--- src/rtl/rxw_pkg.sv ---
package rxw_pkg;
  typedef enum logic [2:0] {
    ST_IDLE,
    ST_DATA,
    ST_DROP,
    ST_HDR,
    ST_DONE
  } rxw_state_e;

  localparam logic [7:0] RX_STATUS_GOOD = 8'h01;
  localparam int unsigned HDR_BYTES = 4;
  localparam int unsigned CRC_BYTES = 4;
endpackage

--- src/rtl/rxw_room_check.sv ---
module rxw_room_check #(
  parameter int unsigned PAGE_W    = 8,
  parameter int unsigned MAX_FRAME = 1514
) (
  input  logic [PAGE_W-1:0] start_pg,
  input  logic [PAGE_W-1:0] stop_pg,
  input  logic [PAGE_W-1:0] bound_pg,
  input  logic [PAGE_W-1:0] cur_pg,
  output logic              room_ok
);
  localparam int unsigned NEED_BYTES = MAX_FRAME + rxw_pkg::HDR_BYTES;
  // smallest page count whose byte size is not below NEED_BYTES
  localparam int unsigned NEED_PG = (NEED_BYTES + 255) / 256;

  logic [PAGE_W-1:0] ring_pg;
  logic [PAGE_W-1:0] free_pg;

  always_comb begin
    ring_pg = stop_pg - start_pg;
    if (cur_pg < bound_pg) free_pg = bound_pg - cur_pg;
    else                   free_pg = ring_pg - (cur_pg - bound_pg);
    room_ok = (32'(free_pg) >= NEED_PG);
  end
endmodule

--- src/rtl/rxw_next_page.sv ---
module rxw_next_page #(
  parameter int unsigned PAGE_W = 8,
  parameter int unsigned LEN_W  = 16
) (
  input  logic [PAGE_W-1:0] cur_pg,
  input  logic [LEN_W-1:0]  frame_len,
  input  logic [PAGE_W-1:0] start_pg,
  input  logic [PAGE_W-1:0] stop_pg,
  output logic [PAGE_W-1:0] next_pg
);
  localparam int unsigned SUM_W = ((LEN_W > PAGE_W) ? LEN_W : PAGE_W) + 2;
  localparam int unsigned EXTRA = rxw_pkg::HDR_BYTES + rxw_pkg::CRC_BYTES + 255;

  logic [SUM_W-1:0] span_pg;
  logic [SUM_W-1:0] raw_pg;
  logic [SUM_W-1:0] ring_pg;
  logic [SUM_W-1:0] wrap_pg;

  always_comb begin
    span_pg = (SUM_W'(frame_len) + SUM_W'(EXTRA)) >> 8;
    raw_pg  = SUM_W'(cur_pg) + span_pg;
    ring_pg = SUM_W'(stop_pg) - SUM_W'(start_pg);
    wrap_pg = (raw_pg >= SUM_W'(stop_pg)) ? raw_pg - ring_pg : raw_pg;
    next_pg = PAGE_W'(wrap_pg);
  end
endmodule

--- src/rtl/rx_ring_writer.sv ---
module rx_ring_writer #(
  parameter int unsigned PAGE_W    = 8,
  parameter int unsigned LEN_W     = 16,
  parameter int unsigned MAX_FRAME = 1514,
  parameter logic [PAGE_W-1:0] RESET_PG = '0
) (
  input  logic                clk,
  input  logic                rst,
  input  logic                stop_cmd,
  input  logic [PAGE_W-1:0]   ring_start_pg,
  input  logic [PAGE_W-1:0]   ring_stop_pg,
  input  logic [PAGE_W-1:0]   bound_pg,
  input  logic                cur_load,
  input  logic [PAGE_W-1:0]   cur_wdata,
  input  logic                in_valid,
  input  logic                in_sof,
  input  logic                in_eof,
  input  logic [7:0]          in_data,
  output logic                mem_we,
  output logic [PAGE_W+7:0]   mem_addr,
  output logic [7:0]          mem_wdata,
  output logic [PAGE_W-1:0]   cur_pg,
  output logic                busy,
  output logic                rx_irq_set
);
  import rxw_pkg::*;

  localparam int unsigned ADDR_W = PAGE_W + 8;

  rxw_state_e        state;
  logic [ADDR_W-1:0] wr_ptr;
  logic [LEN_W-1:0]  len_q;
  logic [1:0]        hdr_idx;
  logic [PAGE_W-1:0] cur_pg_q;
  logic              busy_q;
  logic              irq_q;
  logic              we_q;
  logic [ADDR_W-1:0] addr_q;
  logic [7:0]        wdata_q;

  logic              room_ok;
  logic              accept_ok;
  logic [PAGE_W-1:0] next_pg;
  logic [ADDR_W-1:0] ptr_inc;
  logic [ADDR_W-1:0] ptr_adv;
  logic [15:0]       stored_len;
  logic [7:0]        hdr_byte;

  rxw_room_check #(.PAGE_W(PAGE_W), .MAX_FRAME(MAX_FRAME)) u_room (
    .start_pg (ring_start_pg),
    .stop_pg  (ring_stop_pg),
    .bound_pg (bound_pg),
    .cur_pg   (cur_pg_q),
    .room_ok  (room_ok)
  );

  rxw_next_page #(.PAGE_W(PAGE_W), .LEN_W(LEN_W)) u_next (
    .cur_pg    (cur_pg_q),
    .frame_len (len_q),
    .start_pg  (ring_start_pg),
    .stop_pg   (ring_stop_pg),
    .next_pg   (next_pg)
  );

  always_comb begin
    accept_ok  = room_ok && !stop_cmd;
    ptr_inc    = wr_ptr + ADDR_W'(1);
    ptr_adv    = (ptr_inc == {ring_stop_pg, 8'h00}) ? {ring_start_pg, 8'h00} : ptr_inc;
    stored_len = 16'(len_q) + 16'(HDR_BYTES);
    case (hdr_idx)
      2'd0:    hdr_byte = RX_STATUS_GOOD;
      2'd1:    hdr_byte = 8'(next_pg);
      2'd2:    hdr_byte = stored_len[7:0];
      default: hdr_byte = stored_len[15:8];
    endcase
  end

  always_ff @(posedge clk) begin
    if (rst) begin
      state    <= ST_IDLE;
      wr_ptr   <= '0;
      len_q    <= '0;
      hdr_idx  <= '0;
      cur_pg_q <= RESET_PG;
      busy_q   <= 1'b0;
      irq_q    <= 1'b0;
      we_q     <= 1'b0;
      addr_q   <= '0;
      wdata_q  <= '0;
    end else begin
      we_q  <= 1'b0;
      irq_q <= 1'b0;
      case (state)
        ST_IDLE: begin
          if (in_valid && in_sof) begin
            if (accept_ok) begin
              we_q    <= 1'b1;
              addr_q  <= {cur_pg_q, 8'(HDR_BYTES)};
              wdata_q <= in_data;
              wr_ptr  <= {cur_pg_q, 8'(HDR_BYTES + 1)};
              len_q   <= LEN_W'(1);
              busy_q  <= 1'b1;
              hdr_idx <= '0;
              state   <= in_eof ? ST_HDR : ST_DATA;
            end else if (!in_eof) begin
              state <= ST_DROP;
            end
          end else if (cur_load) begin
            cur_pg_q <= cur_wdata;
          end
        end
        ST_DATA: begin
          if (in_valid) begin
            we_q    <= 1'b1;
            addr_q  <= wr_ptr;
            wdata_q <= in_data;
            wr_ptr  <= ptr_adv;
            len_q   <= len_q + LEN_W'(1);
            if (in_eof) begin
              hdr_idx <= '0;
              state   <= ST_HDR;
            end
          end
        end
        ST_DROP: begin
          if (in_valid && in_eof) state <= ST_IDLE;
        end
        ST_HDR: begin
          we_q    <= 1'b1;
          addr_q  <= {cur_pg_q, 6'b0, hdr_idx};
          wdata_q <= hdr_byte;
          hdr_idx <= hdr_idx + 2'd1;
          if (hdr_idx == 2'd3) state <= ST_DONE;
        end
        ST_DONE: begin
          cur_pg_q <= next_pg;
          irq_q    <= 1'b1;
          busy_q   <= 1'b0;
          state    <= ST_IDLE;
        end
        default: state <= ST_IDLE;
      endcase
    end
  end

  assign mem_we     = we_q;
  assign mem_addr   = addr_q;
  assign mem_wdata  = wdata_q;
  assign cur_pg     = cur_pg_q;
  assign busy       = busy_q;
  assign rx_irq_set = irq_q;

  AST_IRQ_SINGLE: assert property (@(posedge clk) disable iff (rst)
    rx_irq_set |=> !rx_irq_set);
  AST_IRQ_NOT_BUSY: assert property (@(posedge clk) disable iff (rst)
    rx_irq_set |-> !busy);
  AST_CUR_IN_RING: assert property (@(posedge clk) disable iff (rst)
    rx_irq_set |-> (cur_pg >= ring_start_pg && cur_pg < ring_stop_pg));
  AST_HALT_REFUSE: assert property (@(posedge clk) disable iff (rst)
    (state == ST_IDLE && in_valid && in_sof && stop_cmd) |=> (!busy && !mem_we));
  AST_WRITE_BUSY: assert property (@(posedge clk) disable iff (rst)
    mem_we |-> busy);
  AST_WRITE_IN_RING: assert property (@(posedge clk) disable iff (rst)
    mem_we |-> (mem_addr >= {ring_start_pg, 8'h00} && mem_addr < {ring_stop_pg, 8'h00}));
  AST_CUR_HELD_BUSY: assert property (@(posedge clk) disable iff (rst)
    (busy && state != ST_DONE) |=> $stable(cur_pg));
endmodule

--- config.mk ---
export PLATFORM = sky130hd
export DESIGN_NAME = rx_ring_writer
export DESIGN_NICKNAME = d
export VERILOG_FILES = /design/src/rtl/rxw_pkg.sv /design/src/rtl/rxw_room_check.sv /design/src/rtl/rxw_next_page.sv /design/src/rtl/rx_ring_writer.sv
export SDC_FILE = /design/constraint.sdc
export NUM_CORES = 1
export LEC_CHECK = 0
export BUFFER_PORTS_ARGS = -buffer_cell sky130_fd_sc_hd__buf_2
export CORE_MARGIN = 5
export CORE_UTILIZATION = 30
export DETAILED_ROUTE_END_ITERATION = 8
export PLACE_DENSITY = 0.52
export SYNTH_ARGS = -nofsm -noshare
export SYNTH_HDL_FRONTEND = slang
export SYNTH_SLANG_ARGS = --single-unit
export TNS_END_PERCENT = 100
--- constraint.sdc ---
create_clock -name clk -period 5.1 [get_ports clk]
set_input_delay 1.02 -clock clk [delete_from_list [all_inputs] [get_ports clk]]
set_output_delay 1.02 -clock clk [all_outputs]
set_load 0.01 [all_outputs]
; ---- After elaboration in Yosys (flattened, before gate mapping)
; Cells that the tools add are included.
[word_totals]
latchBits = 0
output_inout_bits = 35
ramBits = 0
input_bits = 47
memories = 0
regBits = 72
word_cells = 102
romBits = 0
[classes]
n_reduce_logical = 15
eq_ne = 17
div_mod_pow = 0
shifts = 0
bitwise = 0
n_lt_le_gt_ge = 3
mux = 45
n_mul = 0
n_addsub = 12
[op_table]
columns = operator, count
row1 = $mux W16, 10
row2 = $pmux W16 S2, 2
row3 = $mux W8, 7
row4 = $pmux W16 S3, 1
row5 = $pmux W8 S3, 2
row6 = $sub A8 B8 Y8, 6
row7 = $add A16 B1 Y16 const B, 2
row8 = $mux W3, 7
row9 = $add A16 B9 Y17 const B, 1
row10 = $add A16 B3 Y16 const B, 1
row11 = $eq A16 B16 Y1, 1
row12 = $ne A2 B2 Y1 const B, 8
row13 = $pmux W8 S2, 1
row14 = $pmux W3 S4, 1
row15 = $add A8 B9 Y10, 1
row16 = $ge A10 B8 Y1, 1
row17 = $mux W2, 5
row18 = $ge A8 B3 Y1 const B, 1
row19 = $lt A8 B8 Y1, 1
row20 = $reduce_and A4 Y1, 2
row21 = $eq A3 B2 Y1 const B, 2
row22 = $mux W1, 6
row23 = $pmux W2 S3, 1
row24 = $reduce_and A3 Y1, 2
row25 = other kinds (16), 20

; ---- Depth between registers and ports, before layout
; Gate-level depths: netlist of run 1.
[depth]
depth_word = 8
ltp_mapped = 22
mapped_depth_nobuf = 22

; ---- Hierarchy
; Synthesis of run 1 repeated with hierarchy kept, for this count alone.
[unflattened]
cells_unflattened = 825
area_unflattened_um2 = 6593.8
[modules_own_cells]
columns = mod, seq_area_each_um2, instances, area_each_um2, cells_each
row1 = rx_ring_writer, 1441.4, 1, 4150.2, 515
row2 = rxw_next_page, 0.0, 1, 1317.5, 164
row3 = rxw_room_check, 0.0, 1, 1126.1, 146

; ---- Worst setup path before layout of run 1
; Ideal clock, no wire load.
[synth_timing]
kind = input -> register
start = input ring_start_pg[0]
end = register wr_ptr[9]
setup_slack_ns = 0.261
setup_ns = 0.132
t_required_ns = 4.968
stages = 17
path_buffers = 2
arrival_ns = 4.707
path_cell_list = inv_1 -> fa_1 -> inv_1 -> fa_1 -> inv_1 -> ha_1 -> fa_1 -> o21ai_0 -> o21ai_0 -> a221oi_1 -> o211ai_1 -> o311a_1 -> o31ai_2 -> buf_2 -> buf_2 -> mux2i_1 -> o41ai_2
[synth_via]
elab_chain_len = 7
[synth_lines]
columns = element, line
row1 = "start, declared", rx_ring_writer.sv:10  ; input logic [PAGE_W-1:0] ring_start_pg,
row2 = $sub A8 B8 Y8, rxw_room_check.sv:19  ; ring_pg = stop_pg - start_pg;
row3 = $sub A8 B8 Y8, rxw_room_check.sv:21  ; else free_pg = ring_pg - (cur_pg - bound_pg);
row4 = $mux W8, rxw_room_check.sv:20  ; if (cur_pg < bound_pg) free_pg = bound_pg - cur_pg;
row5 = $ge A8 B3 Y1, rxw_room_check.sv:22  ; room_ok = (32'(free_pg) >= NEED_PG);
row6 = $logic_and A1 B1 Y1, rx_ring_writer.sv:66  ; accept_ok = room_ok && !stop_cmd;
row7 = $ne A2 B2 Y1 (no source line), n/a
row8 = $reduce_and A4 Y1 (no source line), n/a
row9 = "end signal, assigned", rx_ring_writer.sv:100  ; wr_ptr <= {cur_pg_q, 8'(HDR_BYTES + 1)};
row10 = "end signal, assigned", rx_ring_writer.sv:117  ; wr_ptr <= ptr_adv;
row11 = "end, declared", rx_ring_writer.sv:31  ; logic [ADDR_W-1:0] wr_ptr;
; Every way passes these cells.
; A chain may end at the register's enable or synchronous reset.

; ---- Worst setup path after layout of run 1
[layout_timing]
start = register len_q[2]
end = register wdata_q[7], in the netlist mem_wdata[7]
[layout_via]
elab_chain_len = 6
elab_cells_between_ends = 8
[layout_lines]
columns = element, line
row1 = "start, declared", rx_ring_writer.sv:32  ; logic [LEN_W-1:0] len_q;
row2 = "start signal, assigned", rx_ring_writer.sv:118  ; len_q <= len_q + LEN_W'(1);
row3 = $add A16 B9 Y17, rxw_next_page.sv:20  ; span_pg = (SUM_W'(frame_len) + SUM_W'(EXTRA)) >> 8;
row4 = $add A8 B9 Y10, rxw_next_page.sv:21  ; raw_pg = SUM_W'(cur_pg) + span_pg;
row5 = $sub A8 B8 Y8 / $ge A10 B8 Y1 (equally long branches), rxw_next_page.sv:23  ; wrap_pg = (raw_pg >= SUM_W'(stop_pg)) ? raw_pg - ring_pg : raw_pg;
row6 = $mux W8, rxw_next_page.sv:23
row7 = $pmux W8 S3 (*), rx_ring_writer.sv:70  ; case (hdr_idx)
row8 = $pmux W8 S3 (*), rx_ring_writer.sv:93  ; case (state)
row9 = "end signal, assigned", rx_ring_writer.sv:99  ; wdata_q <= in_data;
row10 = "end signal, assigned", rx_ring_writer.sv:116  ; wdata_q <= in_data;
row11 = "end signal, assigned", rx_ring_writer.sv:131  ; wdata_q <= hdr_byte;
row12 = "end, declared", rx_ring_writer.sv:39  ; logic [7:0] wdata_q;
; Mark *: on every way between the ends. The rest lies on a longest branch, timed or not.

==> run_results.csv, run 1 <==
group,metric,value,unit
status,status,"finished clean",
worst_setup_path,r2r_cells,22,
placed_design,dpl.hpwl,19.1,mm
layout,final_cell_mix,"buf_2, nor2_1, inv_1",
drt,wirelength,24.4,mm
yosys,synth_nets,971,
timing,finalSetupViolCount,0,
timing,fmax,203,MHz
floorplan,die_x,162,µm
hold_path,min_from,"mem_wdata[3]$_SDFFE_PP0P_",
placed_design,io_buffers,81,
worst_setup_path,worstPathMaxFanout,5,
clocking,cts-htree-levels,3,
pwr,powerDensity,258,nW/µm²
yosys,postSynthAreaPerCell,8.13,µm²
drt,routed-via-count,6773,
clocking,tritoncts,"built",
pwr,intPower,1.30,mW
worst_setup_path,cp.arrival,5.20,ns
grt,grt_max_degree,53,
grt,grt_pass1_vias,6479,
worst_setup_path,slowest_delay,0.59,ns
clocking,path_clk_slew,0.06,ns
yosys,ys_top_cells_by_area,"dfxtp_1, ha_1, fa_1, nor2_1, inv_1",
drt,drt_iter0_drc,594,
floorplan,rows,55,
worst_setup_path,worstSetupEndpointType,"flop",
floorplan,fp.coreArea,22600,µm²
grt,gr-usage-all-layers,18.4,%
placed_design,dp.cells,1205,
pwr,pwr-share-seq,30.7,%
worst_setup_path,crit_chain,"inv_1, ha_1, nor2b_2, o21ai_1, xor2_1, ha_1, inv_1, fa_1, nand2b_1, nand2b_1, a21oi_1, xnor2_2, fa_1, ha_1, inv_1, nor2_1, a2111oi_1, or4_1, a32oi_2, mux2i_1, a221oi_2, a211oi_1",
placed_design,finalWeightedCongestion,0.907,
timing,slew_viol_final,0,
worst_setup_path,crit_family,"adder cells",
layout,final_cells,1223,
timing,slew_headroom,40.6,%
clocking,cts_buffers,9,
floorplan,initial_core_util,30.5,%
pwr,pwr-share-comb,38.3,%
timing,min_period_over_period,96.8,%
yosys,ys_async_sr_fraction,0,%
pwr,power.switching,798,µW
timing,worst_slew_pin_slew,0.887,ns
worst_setup_path,cp.required,5.36,ns
layout,synthToLayoutAreaGrowth,17.9,%
layout,multiInputGateArea,5050,µm²
hold_path,holdCritPathClass,"reg -> reg",
clocking,clockRootBuffer,"clkbuf_16",
yosys,synth_area,6900,µm²
yosys,synth_edf_count,0,
pwr,ir_drop,128,µV
timing,tns,0,ns
yosys,syn_inst,848,
grt,antenna_found_initial,1,
pwr,clock_power_share,31.1,%
floorplan,die-area,26100,µm²
timing,rsz0062_at_grt,"yes",
grt,grt_first_pass_wirelength,37.6,mm
clocking,cts.path.max_buffers,2,
drt,drt_pass1_iterations,8,
clocking,cts_sinks,72,
drt,postRouteAntennaNets,0,
yosys,synth_seq_cells,72,
worst_setup_path,worst_setup_path_start_kind,"flop",
timing,period_needed,4.94,ns
floorplan,io_pins,82,
layout,fillers,2367,
yosys,yosysTopAreaCell,"dfxtp_1",
worst_setup_path,timing.rr.end,"mem_wdata[7]$_SDFFE_PP0P_",
timing,hold_viol,0,
drt,route.detailed.drc,0,
layout,seq_area,1440,µm²
yosys,synth_top_flop_cell,"dfxtp_1",
worst_setup_path,r2r_setup_slack,0.16,ns
yosys,seq_area_frac_synth,20.9,%
worst_setup_path,cp_slowest_cell,"or4_1",
clocking,cts_hold_buffers,0,
yosys,yosysWarnings,0,
worst_setup_path,timing.rr.start,"len_q[2]$_SDFFE_PP0P_",
drt,viasPerCell,5.54,
layout,nets,1055,
pwr,sw_frac_of_total,38.1,%
pwr,p_leak,3.47,nW
clocking,clock_latency,0.35,ns
job,drv_cap,0,
hold_path,hold_end,"mem_wdata[3]$_SDFFE_PP0P_",
floorplan,die_y,162,µm
layout,final_common_cell,"buf_2",
worst_setup_path,critPathBufInv,3,
worst_setup_path,critical_path_class,"reg -> reg",
pwr,power,2.09,mW
grt,globalRouteOverflowTotal,0,
drt,wl_per_cell,20.0,µm
layout,drive_above_1_share,19.2,%
yosys,synth_cell_types,77,
yosys,synth_top_area_share,20.9,%
hold_path,hold-path-cell-count,2,
timing,skew,0.0115,ns
[cells in the mapped netlist, types with 6 or more instances]
library cell,instances
xnor2_1,29
nand2b_1,10
ha_1,53
nor2_1,75
a21oi_1,52
and3_1,14
or4_1,15
o41ai_1,10
a41o_1,7
a311oi_1,18
dfxtp_1,72
a31oi_1,8
nor3_1,9
a221oi_1,8
nand4_1,11
o211ai_1,14
nand2_1,57
nand3_1,23
o21ai_0,31
o22ai_1,8
a211oi_1,18
o31ai_1,14
mux2_2,7
inv_1,73
fa_1,23
o211a_1,6
buf_2,11
mux2i_1,22
xor2_1,24
or3_1,9
clkbuf_1,35
[worst max-delay path by stage]
stage          depth (start not counted)  slack [ns]             startpoint                   endpoint
2_1_floorplan                         17        0.26       ring_start_pg[0]     wr_ptr[9]$_SDFFE_PP0P_
3_3_place_gp                          22       -0.10  len_q[2]$_SDFFE_PP0P_  mem_wdata[7]$_SDFFE_PP0P_
3_5_place_dp                          22       -0.12  len_q[2]$_SDFFE_PP0P_  mem_wdata[7]$_SDFFE_PP0P_
4_1_cts                               22       0.005  len_q[2]$_SDFFE_PP0P_  mem_wdata[7]$_SDFFE_PP0P_
5_1_grt                               22       -0.05  len_q[2]$_SDFFE_PP0P_  mem_wdata[7]$_SDFFE_PP0P_
6_report                              22        0.16  len_q[2]$_SDFFE_PP0P_  mem_wdata[7]$_SDFFE_PP0P_
[power groups by stage]
stage	clock network (mW)	logic, mW	registers [mW]
3_5_place_dp	0	0.789	0.654
3_3_place_gp	0	0.787	0.654
6_report	0.651	0.801	0.642
4_1_cts	0.661	0.796	0.641
2_1_floorplan	0	0.536	0.641
5_1_grt	0.681	0.890	0.647
[layout make-up]
type,instances,share of cell area (%)
antenna,1,0.0308
sequential,72,17.8
timing repair buffer,120,8.74
multi-input combinational,656,62.1
inverter,73,3.37
clock buffer,11,2.86
clock inverter,5,0.708
tap,285,4.39
[cells by family (layout without fill, tap and decap cells)]
| logic type | count (synthesis) | in the layout | share of synthesized area [%] |
|---|---|---|---|
| and+or+nand+nor | 255 | 255 | 19.2 |
| AOI/OAI and AO/OA | 243 | 243 | 25.8 |
| buffers and inverters | 120 | 209 | 6.73 |
| adders and majority gates | 76 | 76 | 16.3 |
| DFF | 72 | 72 | 20.9 |
| xor gates and xnor gates | 53 | 53 | 6.73 |
| muxes | 29 | 29 | 4.34 |
| other | 0 | 1 | 0 |
[what timing repair did]
| action | 4_1_cts | 5_1_grt |
|---|---|---|
| pin swaps | 0 | 1 |
| gates resized for setup | 4 | 10 |
| setup endpoints to repair | 1 | 9 |
| setup buffers | 0 | 1 |
[routing by layer]
| layer | up-vias | routed length [µm] | GRT usage [%] |
|---|---|---|---|
| met3 | 31 | 1330 | 3.22 |
| met5 | - | 0 | 0 |
| met4 | 0 | 556 | 5.12 |
| li1 | 3291 | - | - |
| met1 | 3246 | 11100 | 24.6 |
| met2 | 205 | 11500 | 30.5 |
[state kept, by name (all words and copies together) (netlist names)]
register    count
len_q          16
mem_addr       16
wr_ptr         16
cur_pg          8
mem_wdata       8
state           3
hdr_idx         2
busy            1
mem_we          1
rx_irq_set      1
[tightest hold or removal path: cells and delay by family (launching register included)]
family	cells	cell delay, ns
and+or+nand+nor	1	0.05
muxes	1	0.05
DFF	1	0.31
[metrics by stage]
step	hold WS, ns	util, %	cell area, µm²	worst slack (ns)
floorplan	0.482	-	6900	0.261
global placement	0.455	34.3	7770	-0.104
detailed placement	0.454	34.3	7770	-0.122
CTS	0.463	35.7	8080	0.00484
global route	0.505	35.9	8130	-0.0509
finish	0.458	35.9	8130	0.164
(Power assumes the default switching activity.)
==> run 2: changes to the inputs <==
- PLACE_DENSITY: 0.52 -> 0.49
==> run_results.csv, run 2 (same netlist as run 1, synthesis figures left out) <==
group,metric,value,unit
status,status,"finished clean",
job,drv_cap,0,
worst_setup_path,cp.required,5.36,ns
placed_design,dp.cells,1225,
worst_setup_path,r2r_setup_slack,0.18,ns
floorplan,fp.coreArea,22600,µm²
clocking,tritoncts,"built",
worst_setup_path,cp.arrival,5.18,ns
clocking,cts_buffers,9,
clocking,path_clk_slew,0.06,ns
grt,grt_max_degree,53,
timing,hold_viol,0,
timing,hold_ws,0.458,ns
floorplan,initial_core_util,30.5,%
grt,gr-usage-all-layers,18.9,%
pwr,ir_drop,148,µV
timing,min_period_over_period,96.5,%
pwr,p_leak,3.56,nW
timing,finalSetupViolCount,0,
pwr,powerDensity,254,nW/µm²
worst_setup_path,worst_setup_path_start_kind,"flop",
placed_design,dpl.hpwl,19.7,mm
drt,wirelength,24.7,mm
grt,globalRouteOverflowTotal,0,
clocking,cts_hold_buffers,0,
layout,final_cells,1238,
grt,antenna_found_initial,0,
clocking,cts.path.max_buffers,2,
floorplan,die-area,26100,µm²
drt,postRouteAntennaNets,0,
layout,drive_above_1_share,20.1,%
drt,drt_pass1_iterations,5,
worst_setup_path,timing.rr.end,"cur_pg[7]$_SDFFE_PP0P_",
drt,route.detailed.drc,0,
hold_path,hold_end,"mem_wdata[0]$_SDFFE_PP0P_",
timing,slew_viol_final,0,
drt,drt_iter0_drc,494,
floorplan,rows,55,
floorplan,die_y,162,µm
floorplan,die_x,162,µm
layout,final_common_cell,"buf_2",
timing,fmax,203,MHz
worst_setup_path,worstSetupEndpointType,"flop",
timing,rsz0062_at_grt,"yes",
clocking,cts-htree-levels,3,
worst_setup_path,worstPathMaxFanout,3,
layout,nets,1074,
hold_path,holdCritPathClass,"reg -> reg",
drt,viasPerCell,5.50,
layout,synthToLayoutAreaGrowth,19.7,%
timing,worst_slew_pin_slew,0.845,ns
layout,final_cell_mix,"buf_2, nor2_1, inv_1",
clocking,cts_sinks,72,
hold_path,min_from,"mem_wdata[0]$_SDFFE_PP0P_",
timing,period_needed,4.92,ns
placed_design,finalWeightedCongestion,0.913,
timing,slew_headroom,43.4,%
worst_setup_path,r2r_cells,23,
clocking,clockRootBuffer,"clkbuf_16",
floorplan,io_pins,82,
worst_setup_path,critical_path_class,"reg -> reg",
placed_design,io_buffers,81,
grt,grt_pass1_vias,6585,
worst_setup_path,timing.rr.start,"len_q[2]$_SDFFE_PP0P_",
drt,routed-via-count,6805,
clocking,clock_latency,0.35,ns
hold_path,hold-path-cell-count,2,
timing,skew,0.0101,ns
grt,grt_first_pass_wirelength,38.4,mm
layout,n_antenna_cell,0,
drt,wl_per_cell,20.0,µm
clocking,cts_setup_buffers,0,
-- run 2: changes by cell type in the layout (fill, tap and decap cells not counted), sizes merged --
cell / previous run / this run
clkbuf: 11 / 12
clkinv: 1 / 0
buf: 120 / 139
clkinvlp: 3 / 0
diode: 1 / 0
-- run 2: worst max-delay path by stage --
stage,from,endpoint,slack [ns],cells after the start
3_5_place_dp,ring_start_pg[0],len_q[5]$_SDFFE_PP0P_,-0.02,18
6_report,len_q[2]$_SDFFE_PP0P_,cur_pg[7]$_SDFFE_PP0P_,0.18,23
3_3_place_gp,len_q[2]$_SDFFE_PP0P_,mem_wdata[7]$_SDFFE_PP0P_,-0.02,21
4_1_cts,len_q[3]$_SDFFE_PP0P_,mem_wdata[7]$_SDFFE_PP0P_,0.005,21
5_1_grt,len_q[2]$_SDFFE_PP0P_,mem_wdata[7]$_SDFFE_PP0P_,-0.03,22
2_1_floorplan,ring_start_pg[0],wr_ptr[9]$_SDFFE_PP0P_,0.26,17
-- run 2: layer usage --
metal,up-vias,share of wire [%],global-route usage [%]
met5,-,0,0
met2,190,45,30.3
met1,3258,48,26.5
met4,0,2.3,4.85
li1,3326,-,-
met3,31,4.7,3.22
-- run 2: power by group --
part | switching [mW] | internal [mW]
sequential | 0.0488 | 0.596
combinational | 0.480 | 0.346
clock | 0.243 | 0.384
-- run 2: worst max-delay path, stage by stage, from the launching register on --
cell and delay (ns):
dfxtp_1 0.35, inv_1 0.06, ha_1 0.18, nor2b_1 0.15, o21ai_0 0.21, xor2_1 0.21, ha_1 0.20, inv_1 0.06
fa_1 0.38, nand2b_1 0.18, nand2b_1 0.08, a21oi_1 0.09, xnor2_2 0.19, fa_1 0.45, ha_1 0.29, inv_1 0.05
nor2_1 0.18, a2111oi_2 0.10, or4_1 0.57, a32oi_2 0.26, buf_4 0.16, xor2_1 0.15, nor2_1 0.06, a211oi_1 0.22
-- run 2: what timing repair did --
item | CTS | global route
endpoints found under the hold margin | 0 | 0
resized for setup | 0 | 9
endpoints found under the setup margin | 0 | 9
-- run 2: layout make-up --
type / count / area [µm²]
clock buffer: 12 / 246
clock inverter: 1 / 30.0
multi-input combinational: 656 / 5040
inverter: 73 / 274
fill: 2406 / 14400
tap: 285 / 357
sequential: 72 / 1440
timing repair buffer: 139 / 866
-- run 2: metrics by stage --
stage	TNS [ns]	total power [mW]	setup slack [ns]	cell area (µm²)	utilization (%)
2_1_floorplan	0	1.18	0.261	6900	-
3_3_place_gp	-0.0156	1.47	-0.0156	7940	35.0
3_5_place_dp	-0.0207	1.47	-0.0207	7940	35.0
6_report	0	2.10	0.179	8260	36.5
4_1_cts	0	2.11	0.00545	8210	36.3
5_1_grt	-0.0497	2.24	-0.0278	8260	36.5
